## src/rtl/mtr_pkg.sv

```systemverilog
// Package: shared constants for the memory type resolver.
// Assumes memory types are 8-bit codes and page granularity is 4 KB.
package mtr_pkg;
    localparam int TYPE_W      = 8;
    localparam int CTL_W       = 12;
    localparam int PAGE_SHIFT  = 12;
    localparam int FIXED_SLOTS = 88;
    localparam int FIXED_W     = FIXED_SLOTS * TYPE_W;
    localparam int SLOT_IDX_W  = $clog2(FIXED_SLOTS);
    localparam int GLOB_EN_BIT = 11;
    localparam int FIX_EN_BIT  = 10;
    localparam int VALID_BIT   = 11;

    localparam logic [TYPE_W-1:0] MT_UC = 8'd0;
    localparam logic [TYPE_W-1:0] MT_WT = 8'd4;
    localparam logic [TYPE_W-1:0] MT_WB = 8'd6;

    // True for the two types whose mix resolves to write-through.
    function automatic logic is_wt_or_wb(input logic [TYPE_W-1:0] t);
        return (t == MT_WT) || (t == MT_WB);
    endfunction
endpackage

```

## src/rtl/mtr_fixed_lookup.sv

```systemverilog
// Fixed-range lookup: decodes the low megabyte into one of 88 slots
// (64 KB, 16 KB, then 4 KB granules) and returns that slot's type byte.
// Assumes ADDR_W > 20. The enable check is left to the caller.
module mtr_fixed_lookup
    import mtr_pkg::*;
#(
    parameter int ADDR_W = 36
) (
    input  logic [ADDR_W-1:0]  addr,
    input  logic [FIXED_W-1:0] fixed_types,
    output logic               in_low_mb,
    output logic [TYPE_W-1:0]  slot_type
);
    logic [SLOT_IDX_W-1:0] slot;

    // Flags addresses below 0x100000.
    assign in_low_mb = (addr[ADDR_W-1:20] == '0);

    // Chooses the slot from the granule region the address falls in.
    always_comb begin
        if (!addr[19])
            slot = SLOT_IDX_W'({addr[18:16]});
        else if (!addr[18])
            slot = SLOT_IDX_W'(8) + SLOT_IDX_W'({addr[17:14]});
        else
            slot = SLOT_IDX_W'(24) + SLOT_IDX_W'({addr[17:12]});
    end

    // Selects the addressed byte out of the packed slot vector.
    assign slot_type = fixed_types[slot*TYPE_W +: TYPE_W];
endmodule

```

## src/rtl/mtr_var_match.sv

```systemverilog
// Variable-range matcher: one comparator per range, all in parallel.
// Assumes the type lives in base[7:0] and the active flag in mask[11].
// Bits below page granularity are excluded from the comparison.
module mtr_var_match
    import mtr_pkg::*;
#(
    parameter int ADDR_W  = 36,
    parameter int NUM_VAR = 8
) (
    input  logic [ADDR_W-1:0]         addr,
    input  logic [NUM_VAR*ADDR_W-1:0] var_base,
    input  logic [NUM_VAR*ADDR_W-1:0] var_mask,
    output logic [NUM_VAR-1:0]        hit,
    output logic [NUM_VAR*TYPE_W-1:0] hit_type
);
    localparam int PG_W = ADDR_W - PAGE_SHIFT;

    for (genvar i = 0; i < NUM_VAR; i++) begin : g_range
        logic [ADDR_W-1:0] b;
        logic [ADDR_W-1:0] m;
        logic [PG_W-1:0]   pa, pb, pm;
        assign b  = var_base[i*ADDR_W +: ADDR_W];
        assign m  = var_mask[i*ADDR_W +: ADDR_W];
        assign pa = addr[ADDR_W-1:PAGE_SHIFT];
        assign pb = b[ADDR_W-1:PAGE_SHIFT];
        assign pm = m[ADDR_W-1:PAGE_SHIFT];
        // Compares the masked page numbers of an active range.
        assign hit[i] = m[VALID_BIT] && ((pa & pm) == (pb & pm));
        assign hit_type[i*TYPE_W +: TYPE_W] = b[TYPE_W-1:0];
    end
endmodule

```

## src/rtl/mtr_overlap_merge.sv

```systemverilog
// Overlap merge: reduces the types of all hitting ranges to one type by
// precedence: same -> that type, any UC -> UC, WT+WB only -> WT, else WB.
// The result is independent of range order. Assumes NUM_VAR >= 1.
module mtr_overlap_merge
    import mtr_pkg::*;
#(
    parameter int NUM_VAR = 8
) (
    input  logic [NUM_VAR-1:0]        hit,
    input  logic [NUM_VAR*TYPE_W-1:0] hit_type,
    output logic                      any_hit,
    output logic [TYPE_W-1:0]         merged
);
    logic [TYPE_W-1:0] first_t;
    logic              all_same, has_uc, only_wtwb;

    // Picks a reference type from the lowest-index hit.
    always_comb begin
        any_hit = 1'b0;
        first_t = '0;
        for (int i = 0; i < NUM_VAR; i++) begin
            if (hit[i] && !any_hit) begin
                first_t = hit_type[i*TYPE_W +: TYPE_W];
                any_hit = 1'b1;
            end
        end
    end

    // Gathers the precedence flags over every hit.
    always_comb begin
        all_same  = 1'b1;
        has_uc    = 1'b0;
        only_wtwb = 1'b1;
        for (int i = 0; i < NUM_VAR; i++) begin
            if (hit[i]) begin
                if (hit_type[i*TYPE_W +: TYPE_W] != first_t) all_same = 1'b0;
                if (hit_type[i*TYPE_W +: TYPE_W] == MT_UC) has_uc = 1'b1;
                if (!is_wt_or_wb(hit_type[i*TYPE_W +: TYPE_W])) only_wtwb = 1'b0;
            end
        end
    end

    // Applies the precedence order to the flags.
    always_comb begin
        if (has_uc)         merged = MT_UC;
        else if (all_same)  merged = first_t;
        else if (only_wtwb) merged = MT_WT;
        else                merged = MT_WB;
    end
endmodule

```

## src/rtl/mtr_resolver.sv

```systemverilog
// Memory type resolver top: global enable, then fixed slots in the low
// megabyte, then merged variable ranges, then the fallback type.
// The result is registered, so latency is one clock. Configuration is
// assumed stable or sampled together with the address.
module mtr_resolver
    import mtr_pkg::*;
#(
    parameter int ADDR_W  = 36,
    parameter int NUM_VAR = 8
) (
    input  logic                      clk,
    input  logic                      rst_n,
    input  logic [ADDR_W-1:0]         addr,
    input  logic [CTL_W-1:0]          dflt_ctl,
    input  logic [FIXED_W-1:0]        fixed_types,
    input  logic [NUM_VAR*ADDR_W-1:0] var_base,
    input  logic [NUM_VAR*ADDR_W-1:0] var_mask,
    output logic [TYPE_W-1:0]         mem_type
);
    logic                      in_low_mb;
    logic [TYPE_W-1:0]         slot_type;
    logic [NUM_VAR-1:0]        hit;
    logic [NUM_VAR*TYPE_W-1:0] hit_type;
    logic                      any_hit;
    logic [TYPE_W-1:0]         merged;
    logic [TYPE_W-1:0]         next_type;

    mtr_fixed_lookup #(.ADDR_W(ADDR_W)) u_fixed (
        .addr(addr), .fixed_types(fixed_types),
        .in_low_mb(in_low_mb), .slot_type(slot_type)
    );

    mtr_var_match #(.ADDR_W(ADDR_W), .NUM_VAR(NUM_VAR)) u_var (
        .addr(addr), .var_base(var_base), .var_mask(var_mask),
        .hit(hit), .hit_type(hit_type)
    );

    mtr_overlap_merge #(.NUM_VAR(NUM_VAR)) u_merge (
        .hit(hit), .hit_type(hit_type),
        .any_hit(any_hit), .merged(merged)
    );

    // Chooses the result source in order of priority.
    always_comb begin
        if (!dflt_ctl[GLOB_EN_BIT])                    next_type = MT_UC;
        else if (dflt_ctl[FIX_EN_BIT] && in_low_mb)    next_type = slot_type;
        else if (any_hit)                              next_type = merged;
        else                                           next_type = dflt_ctl[TYPE_W-1:0];
    end

    // Registers the result; reset forces uncacheable.
    always_ff @(posedge clk) begin
        if (!rst_n) mem_type <= MT_UC;
        else        mem_type <= next_type;
    end
endmodule

```

## config.mk

```make
export PLATFORM = sky130hd
export DESIGN_NAME = mtr_resolver
export DESIGN_NICKNAME = d
export VERILOG_FILES = /design/src/rtl/mtr_pkg.sv /design/src/rtl/mtr_fixed_lookup.sv /design/src/rtl/mtr_var_match.sv /design/src/rtl/mtr_overlap_merge.sv /design/src/rtl/mtr_resolver.sv
export SDC_FILE = /design/constraint.sdc
export NUM_CORES = 1
export LEC_CHECK = 0
export BUFFER_PORTS_ARGS = -buffer_cell sky130_fd_sc_hd__clkbuf_2
export CAP_MARGIN = 20
export CORE_AREA = 2 2 526 528
export CTS_CLUSTER_SIZE = 30
export DETAILED_ROUTE_END_ITERATION = 8
export DIE_AREA = 0 0 528 530
export SETUP_SLACK_MARGIN = 0.2
export SLEW_MARGIN = 20
export SYNTH_ARGS = -nofsm -noshare
export SYNTH_HDL_FRONTEND = slang
export SYNTH_HIERARCHICAL = 1
export SYNTH_SLANG_ARGS = --single-unit
export TNS_END_PERCENT = 100
```

## constraint.sdc

```tcl
create_clock -name clk -period 7.1 [get_ports clk]
set_input_delay 1.065 -clock clk [delete_from_list [all_inputs] [get_ports clk]]
set_output_delay 1.065 -clock clk [all_outputs]
set_load 0.05 [all_outputs]
```

== Word-level counts from Yosys, hierarchy flattened ==
Cells that the tools add are included.

* Logic and storage cells: 164
* Output and inout port bits: 8
* Register bits: 8

* Equal/unequal tests: 32
* Shifts and indexed selects: 1
* Bitwise operators: 16
* Add/subtract/negate cells: 2
* Reductions and logical operators: 41
* Muxes and demuxes: 71

{| class="wikitable"
|+ Operators with widths
! operator !! count
|-
| 704-bit by 11-bit indexed part select with 8-bit output || 1
|-
| 24-bit AND || 16
|-
| 24-bit equality test || 8
|-
| 8-bit by 3-bit equality test with 1-bit output, second input constant || 16
|-
| 8-bit two-way mux || 12
|-
| 8-bit zero test || 8
|-
| 8-bit != test || 8
|-
| 1-bit two-way mux || 56
|-
| 1-bit logical AND || 16
|-
| 16-bit zero test || 1
|-
| 7-bit two-way mux || 2
|-
| 1-bit logical OR || 8
|-
| 5-bit by 6-bit adder with 7-bit output, first input constant || 1
|-
| 1-bit zero test || 7
|-
| 4-bit by 4-bit adder with 5-bit output, first input constant || 1
|-
| 2-bit two-way mux || 1
|-
| 2-bit AND reduction || 1
|}

== Longest topological paths before layout ==
Gate-level depths: netlist of the first run.

* Word-level depth: 46
* Depth in mapped cells: 21
* Gate-level depth less buffers: 17

== By module ==
The synthesis of the first run kept the hierarchy.

{| class="wikitable"
|+ By module, submodules not included
! module !! seq. area each (sq um) !! cells each !! area each (sq um) !! instances
|-
| mtr_fixed_lookup || 0.0 || 1,140 || 6,698.9 || 1
|-
| mtr_var_match || 0.0 || 408 || 3,383.2 || 1
|-
| mtr_overlap_merge || 0.0 || 428 || 2,645.0 || 1
|-
| mtr_resolver || 160.2 || 35 || 391.6 || 1
|}

== Least setup slack after synthesis of the first run ==
No wires, ideal clock.

* Kind: input to register
* Start point: in addr[19]
* End point: reg mem_type[4]
* Path slack: 1.868 ns
* Arrival: 5.147 ns
* Path buffers: 1
* Library setup time: 0.086 ns
* Cell stages on the path: 18
* Cell sequence: buf_2 -> xor2_1 -> a22o_1 -> a221oi_2 -> nand3_1 -> nor3_2 -> nor2_1 -> a2111oi_0 -> a2bb2oi_1 -> o21a_1 -> xnor2_1 -> o221ai_1 -> o41ai_1 -> nand4_2 -> nor4b_4 -> nor2b_1 -> mux2i_1 -> a211oi_1

{| class="wikitable"
|+ RTL lines
! element !! line !! source
|-
| from (decl) || mtr_resolver.sv:13 || <nowiki>input logic [ADDR_W-1:0] addr,</nowiki>
|-
| 24-bit AND (*) || mtr_var_match.sv:28 || <nowiki>assign hit[i] = m[VALID_BIT] && ((pa & pm) == (pb & pm));</nowiki>
|-
| 24-bit equality test (*) || mtr_var_match.sv:28 ||
|-
| 1-bit logical AND (*) || mtr_var_match.sv:28 ||
|-
| net hit[3] || mtr_resolver.sv:22 || <nowiki>logic [NUM_VAR-1:0] hit;</nowiki>
|-
| 1-bit logical AND || mtr_overlap_merge.sv:22 || <nowiki>if (hit[i] && !any_hit) begin</nowiki>
|-
| 1-bit two-way mux || mtr_overlap_merge.sv:22 ||
|-
| 1-bit zero test || mtr_overlap_merge.sv:22 ||
|-
| 1-bit logical AND || mtr_overlap_merge.sv:22 ||
|-
| [24 not listed] || -- ||
|-
| 1-bit two-way mux || mtr_overlap_merge.sv:35 || <nowiki>if (hit[i]) begin</nowiki>
|-
| 1-bit two-way mux || mtr_overlap_merge.sv:36 || <nowiki>if (hit_type[i*TYPE_W +: TYPE_W] != first_t) all_same = 1'b0;</nowiki>
|-
| 1-bit two-way mux || mtr_overlap_merge.sv:35 ||
|-
| 8-bit two-way mux || mtr_overlap_merge.sv:46 || <nowiki>else if (all_same) merged = first_t;</nowiki>
|-
| 8-bit two-way mux (*) || mtr_overlap_merge.sv:45 || <nowiki>if (has_uc) merged = MT_UC;</nowiki>
|-
| net merged[4] || mtr_resolver.sv:25 || <nowiki>logic [TYPE_W-1:0] merged;</nowiki>
|-
| 8-bit two-way mux (*) || mtr_resolver.sv:47 || <nowiki>else if (any_hit) next_type = merged;</nowiki>
|-
| 8-bit two-way mux (*) || mtr_resolver.sv:46 || <nowiki>else if (dflt_ctl[FIX_EN_BIT] && in_low_mb) next_type = slot_type;</nowiki>
|-
| to (signal assigned) || mtr_resolver.sv:54 || <nowiki>else mem_type <= next_type;</nowiki>
|-
| to (decl) || mtr_resolver.sv:18 || <nowiki>output logic [TYPE_W-1:0] mem_type</nowiki>
|}

The timed path passes the listed nets; every way through them passes the cells marked *.
A chain may end at the register's enable or synchronous reset.

== Worst setup path in the final report of the first run ==
* Start point: in addr[34]
* End point: reg mem_type[4]

{| class="wikitable"
|+ RTL lines
! element !! line
|-
| 24-bit AND (*) || mtr_var_match.sv:28
|-
| 24-bit equality test (*) || mtr_var_match.sv:28
|-
| 1-bit logical AND (*) || mtr_var_match.sv:28
|-
| net hit[7] || mtr_resolver.sv:22
|-
| 1-bit logical AND || mtr_overlap_merge.sv:22
|-
| 8-bit two-way mux || mtr_overlap_merge.sv:22
|-
| 8-bit != test || mtr_overlap_merge.sv:36
|-
| 1-bit two-way mux || mtr_overlap_merge.sv:36
|-
| [12 not listed] || --
|-
| 1-bit two-way mux || mtr_overlap_merge.sv:35
|-
| 1-bit two-way mux || mtr_overlap_merge.sv:36
|-
| 1-bit two-way mux || mtr_overlap_merge.sv:35
|-
| 8-bit two-way mux || mtr_overlap_merge.sv:46
|-
| 8-bit two-way mux (*) || mtr_overlap_merge.sv:45
|-
| net merged[4] || mtr_resolver.sv:25
|-
| 8-bit two-way mux (*) || mtr_resolver.sv:47
|-
| 8-bit two-way mux (*) || mtr_resolver.sv:46
|}

Marks and branches as above.

==> flow_metrics.env, run 1 <==
export IMPL_status="complete, no violations"
export IMPL_avgSynthCellArea_um2=6.52
export IMPL_fill_cells=32687
export IMPL_clock_tree_buffer_depth=2
export IMPL_drc=0
export IMPL_worstPathArrival_ps=6530
export IMPL_rsz0062_at_grt="false"
export IMPL_cp_depth=20
export IMPL_top_regs="mem_type: 8 flops"
export IMPL_synth_nets=3342
export IMPL_fin_nets=4506
export IMPL_wl_per_cell_um=32.8
export IMPL_cp_cell_sequence="clkbuf_2, xor2_1, a22oi_1, nand4_1, nor3_2, buf_4, nor2b_1, o31ai_1, o221a_1, buf_4, nor2_1, xnor2_1, nand3_1, o41ai_1, nand2_1, buf_4, nor4b_4, nor2b_1, mux2i_1, a211oi_1"
export IMPL_pwr_density_cell_nw_per_um2=72.3
export IMPL_synth_edf_count=0
export IMPL_syn_area_um2=13100
export IMPL_hold_start="dflt_ctl[0]"
export IMPL_crit_family="simple AND/OR/NAND/NOR gates"
export IMPL_antenna_found_initial=234
export IMPL_fin_cells=6917
export IMPL_yosys_top_cells_area="xor2_1 14%, nand2_1 13%, nand3_1 8.1%"
export IMPL_clock_tree_root_cell="clkbuf_16"
export IMPL_post_route_period_util_pct=89.9
export IMPL_grt_pass1_vias=21341
export IMPL_firstDrtPassIters=7
export IMPL_numPortBuffers=1203
export IMPL_num_io_pins=1338
export IMPL_ys_warn_count=6
export IMPL_critPathBufInv=4
export IMPL_totalWireLength_um=227000
export IMPL_slew_violations=0
export IMPL_post_cts_setup_buffers=0
export IMPL_required_ps=7250
export IMPL_cp_endpoint="mem_type[4]"
export IMPL_synthTopCellsByCount="451 x nand2_1, 212 x nand3_1, 204 x xor2_1"
export IMPL_timing_fmax_ghz=0.157
export IMPL_ys_seq_elements=8
export IMPL_rows=193
export IMPL_grt_pass1_wl_um=269000
export IMPL_via_count=22899
export IMPL_synth_largest_area_cell="xor2_1"
export IMPL_cp_start_kind="input pin"
export IMPL_finalSetupViolations=0
export IMPL_post_synth_top_count_cell="nand2_1"
export IMPL_final_hold_viol_count=0
export IMPL_htreeDepth=1
export IMPL_ant_nets=0
export IMPL_path_clk_slew_ps=40
export IMPL_largest_reg_flops=8
export IMPL_peakVddDrop_mv=0.0490
export IMPL_drt_initial_drc_count=2235
export IMPL_ys_flop_type="dfxtp_1"
export IMPL_tightest_slew_ps=1090
export IMPL_cts_tree="done"
export IMPL_critPathKind="in2reg"
export IMPL_hpwl_um=209000
export IMPL_grt_max_degree=68
export IMPL_top_register="mem_type"
export IMPL_die_h_um=530
export IMPL_globalplace_congestion=1.01
export IMPL_crit_top_cell="buf_4"
export IMPL_cp_max_fo=12
export IMPL_viasPerCell=3.31
export IMPL_hold_class="in2reg"
export IMPL_synth_cell_types=87
export IMPL_p_leak_nw=10.8
export IMPL_max_stage_delay_ps=770
export IMPL_slew_headroom_pct=27.1
export IMPL_area_growth_pct=86.3
export IMPL_grt_total_usage_pct=15.4
export IMPL_postCtsHoldBufs=0
export IMPL_startpoint="addr[34]"
export IMPL_die_x_um=528
export IMPL_placed_cells=6777
export IMPL_cp_end_kind="flip-flop"
export IMPL_synthArstFlopShare_pct=0
export IMPL_synth_seq_area_share_pct=1.22
export IMPL_layout_min_cycle_time_ps=6380
export IMPL_max_cap_violations=0
export IMPL_post_cts_resized=0
export IMPL_coreArea_um2=275000
export IMPL_dieArea_um2=280000
export IMPL_syn_inst=2011
export IMPL_synth_top_area_share_pct=13.6
export IMPL_fin_util_pct=8.89
export IMPL_final_layout_size_suffix_gt1_share_pct=46.8
export IMPL_cp_slowest_cell="nor2b_1"
export IMPL_start_util_pct=4.77
export IMPL_clock_sinks=8
export IMPL_tns_ps=0
export IMPL_overflow=0
export IMPL_cts_buffers=3
[per-layer routing]
layer / vias to the layer above / GRT usage, % / wire length (µm)
met5: - / 0 / 818
met2: 1768 / 24.5 / 100000
met4: 128 / 6.32 / 11200
li1: 9861 / - / -
met3: 473 / 9.36 / 34500
met1: 10669 / 16.5 / 80300
[layout by cell type, fill, tap and decap left out, types with 18 or more instances in the layout]
| cell | instances |
|---|---|
| clkbuf_2 | 1202 |
| nand2_1 | 451 |
| nand3_1 | 212 |
| xor2_1 | 203 |
| buf_4 | 167 |
| diode_2 | 137 |
| mux2i_1 | 98 |
| a22oi_1 | 63 |
| a211oi_1 | 60 |
| a21oi_1 | 60 |
| nor2_1 | 59 |
| inv_1 | 44 |
| nand4_1 | 44 |
| a31oi_1 | 33 |
| nor3_1 | 29 |
| o22ai_1 | 26 |
| mux4_2 | 25 |
| o21ai_0 | 23 |
| a22o_1 | 20 |
| a32oi_1 | 18 |
| o221ai_1 | 18 |
[power breakdown]
group / switching, mW / internal [mW]
Sequential: 0.000664 / 0.0471
Clock: 0.0226 / 0.0726
Combinational: 1.01 / 0.611
Total: 1.04 / 0.730
[tightest hold or removal path, cell delays in order]
cell      delay [ps]
clkbuf_2         100
mux2i_1          120
a211oi_1          80
[through the flow]
| stage | power, mW | area (µm²) | hold WS, ps | setup slack [ps] |
|---|---|---|---|---|
| after floorplan | 0.690 | 13100 | 1290 | 1870 |
| after global placement | 1.70 | 24000 | 1440 | 203 |
| after detailed placement | 1.69 | 24000 | 1430 | 435 |
| after CTS | 1.80 | 24100 | 1190 | 680 |
| after global routing | 1.87 | 24300 | 1200 | 377 |
| final | 1.77 | 24400 | 1190 | 720 |
[final cells by class]
class                           count  area (µm²)  area share [%]
Timing Repair Buffer             1382        7510            30.7
Multi-Input combinational cell   1736       11700            47.7
Tap cell                         3607        4510            18.5
Antenna cell                      137         343            1.40
Sequential cell                     8         160           0.655
Clock buffer                        3        75.1           0.307
Inverter                           44         165           0.676
[logic make-up after synthesis]
group | Yosys count | share of synthesized area (%)
xor+xnor | 216 | 14.4
flops | 8 | 1.22
mux | 127 | 12.3
compound gates | 470 | 27.7
buf+inv | 267 | 11.2
simple gates | 922 | 33.0
fa+ha+maj | 1 | 0.0954
[worst min path at each step]
stage,to,cells after the start
2_1_floorplan,mem_type[2],2
3_3_place_gp,mem_type[0],3
3_5_place_dp,mem_type[0],3
4_1_cts,mem_type[0],3
5_1_grt,mem_type[0],3
6_report,mem_type[0],3
(Power assumes the default switching activity.)
==> run 2, diff against run 1 <==
- REMOVE_ABC_BUFFERS: default -> 1
==> run 2 against run 1 <==
  * Cell area down 0.15%
  * Worst hold slack worse by 15 ps
  * Global-route usage down 0.068 points
  * Non-clock buffer count down 11
  * Utilization about the same
  * Via count down 0.86%
  * Final cell count about the same
  * Flip-flop and latch count unchanged
  * Clock power down 2.7%
==> flow_metrics.env, run 2 (synthesis results as in run 1) <==
export IMPL_top_regs="mem_type: 8 flops"
export IMPL_clock_tree_buffer_depth=2
export IMPL_drt_initial_drc_count=2338
export IMPL_worstPathArrival_ps=6640
export IMPL_clock_sinks=8
export IMPL_firstDrtPassIters=5
export IMPL_globalplace_congestion=0.971
export IMPL_cp_start_kind="input pin"
export IMPL_hold_class="in2reg"
export IMPL_hpwl_um=208000
export IMPL_critPathKind="in2reg"
export IMPL_fill_cells=32657
export IMPL_clockPowerShare_pct=5.3
export IMPL_final_common_cell="clkbuf_2"
export IMPL_ant_nets=0
export IMPL_timing_fmax_ghz=0.154
export IMPL_required_ps=7250
export IMPL_numPortBuffers=1203
export IMPL_final_layout_size_suffix_gt1_share_pct=46.9
export IMPL_mostFrequentLayoutCells="1,202 x clkbuf_2, 451 x nand2_1, 212 x nand3_1"
export IMPL_p_switching_mw=1.02
export IMPL_slew_violations=0
export IMPL_tightest_slew_ps=1070
export IMPL_fin_nets=4495
export IMPL_dieArea_um2=280000
export IMPL_cp_max_fo=17
export IMPL_switching_share_pct=58.7
export IMPL_htreeDepth=1
export IMPL_largest_reg_flops=8
export IMPL_grt_pass1_wl_um=269000
export IMPL_peakVddDrop_mv=0.0378
export IMPL_fin_area_um2=24400
export IMPL_slew_headroom_pct=28.6
export IMPL_antenna_found_initial=223
export IMPL_finalSetupViolations=0
export IMPL_area_growth_pct=86.0
export IMPL_grt_pass1_vias=21465
export IMPL_cts_buffers=3
export IMPL_fin_util_pct=8.88
export IMPL_final_hold_viol_count=0
export IMPL_die_h_um=530
export IMPL_post_route_period_util_pct=91.5
export IMPL_start_util_pct=4.77
export IMPL_wl_per_cell_um=32.7
export IMPL_status="complete, no violations"
export IMPL_grt_max_degree=65
export IMPL_viasPerCell=3.28
export IMPL_layout_min_cycle_time_ps=6500
export IMPL_overflow=0
export IMPL_pwr_density_cell_nw_per_um2=71.6
export IMPL_coreArea_um2=275000
export IMPL_totalWireLength_um=226000
export IMPL_clock_tree_root_cell="clkbuf_16"
export IMPL_rsz0062_at_grt="false"
export IMPL_intPower_mw=0.722
export IMPL_placed_cell_area_um2=24000
export IMPL_p_leak_nw=10.7
export IMPL_top_register="mem_type"
export IMPL_die_x_um=528
export IMPL_cp_end_kind="flip-flop"
export IMPL_via_count=22703
export IMPL_rows=193
export IMPL_max_cap_violations=0
export IMPL_cts_tree="done"
export IMPL_power_frac_seq_pct=2.7
export IMPL_drc=0
export IMPL_holdWs_ps=1180
export IMPL_path_clk_slew_ps=30
export IMPL_num_io_pins=1338
export IMPL_combPwrFrac_pct=92.0
export IMPL_grt_total_usage_pct=15.4
==> run 2: cell types whose count changed in the layout (fill, tap and decap cells not counted), sizes merged <==
cell / previous run / this run
diode: 137 / 144
buf: 180 / 169
==> run 2: layout make-up <==
| cell class | count | area [µm²] | share of cell area (%) |
|---|---|---|---|
| Multi-Input combinational cell | 1736 | 11700 | 47.9 |
| Clock buffer | 3 | 75.1 | 0.308 |
| Antenna cell | 144 | 360 | 1.48 |
| Timing Repair Buffer | 1371 | 7430 | 30.4 |
| Sequential cell | 8 | 160 | 0.656 |
| Tap cell | 3607 | 4510 | 18.5 |
| Inverter | 44 | 165 | 0.677 |
==> run 2: power groups by stage <==
stage               Combinational [mW]  Clock, mW  Sequential [mW]
finish                            1.61     0.0927           0.0476
global route                      1.72     0.0944           0.0477
CTS                               1.65     0.0929           0.0476
detailed placement                1.64          0           0.0483
global placement                  1.64          0           0.0482
floorplan                        0.574          0           0.0549
==> run 2: through the flow <==
step,TNS (ps),total power [mW],setup WS [ps],cells
after floorplan,-4280,0.629,-553,1788
after detailed placement,0,1.69,236,6766
after global placement,0,1.69,253,6764
final,0,1.75,603,6913
after CTS,0,1.79,441,6769
after global routing,0,1.86,225,6847
==> run 2: timing repair <==
action | CTS | global route
gates resized for setup | 0 | 1
endpoints found under the setup margin | 0 | 3
hold buffers | 0 | 0
buffers inserted | 0 | 0
==> run 2: critical path, stage by stage <==
cell and delay [ps]:
clkbuf_2 330, buf_4 370, xor2_1 120, a22o_1 200, a221oi_2 180, nand4_1 180
nor3_4 510, buf_4 340, nor2b_1 150, a211o_1 290, a31oi_1 400, a22oi_1 330
buf_4 260, a221oi_1 280, nand3_1 110, o41ai_1 450, nand2_1 190, nor4b_4 330
nor2b_1 200, mux2i_1 90, a211oi_1 240
==> run 2: layer usage <==
| metal | wire length, µm | track usage [%] | part of all wire, % |
|---|---|---|---|
| met1 | 79100 | 16.3 | 35 |
| met2 | 101000 | 24.9 | 45 |
| met3 | 31300 | 8.32 | 14 |
| met4 | 13200 | 7.19 | 5.9 |
| met5 | 933 | 0 | 0.41 |
==> run 2: path summary, 6_finish.rpt <==
path	from	slack, ps	to	cells past startpoint
min	dflt_ctl[1]	1180	mem_type[1]	3
max	addr[14]	600	mem_type[7]	21
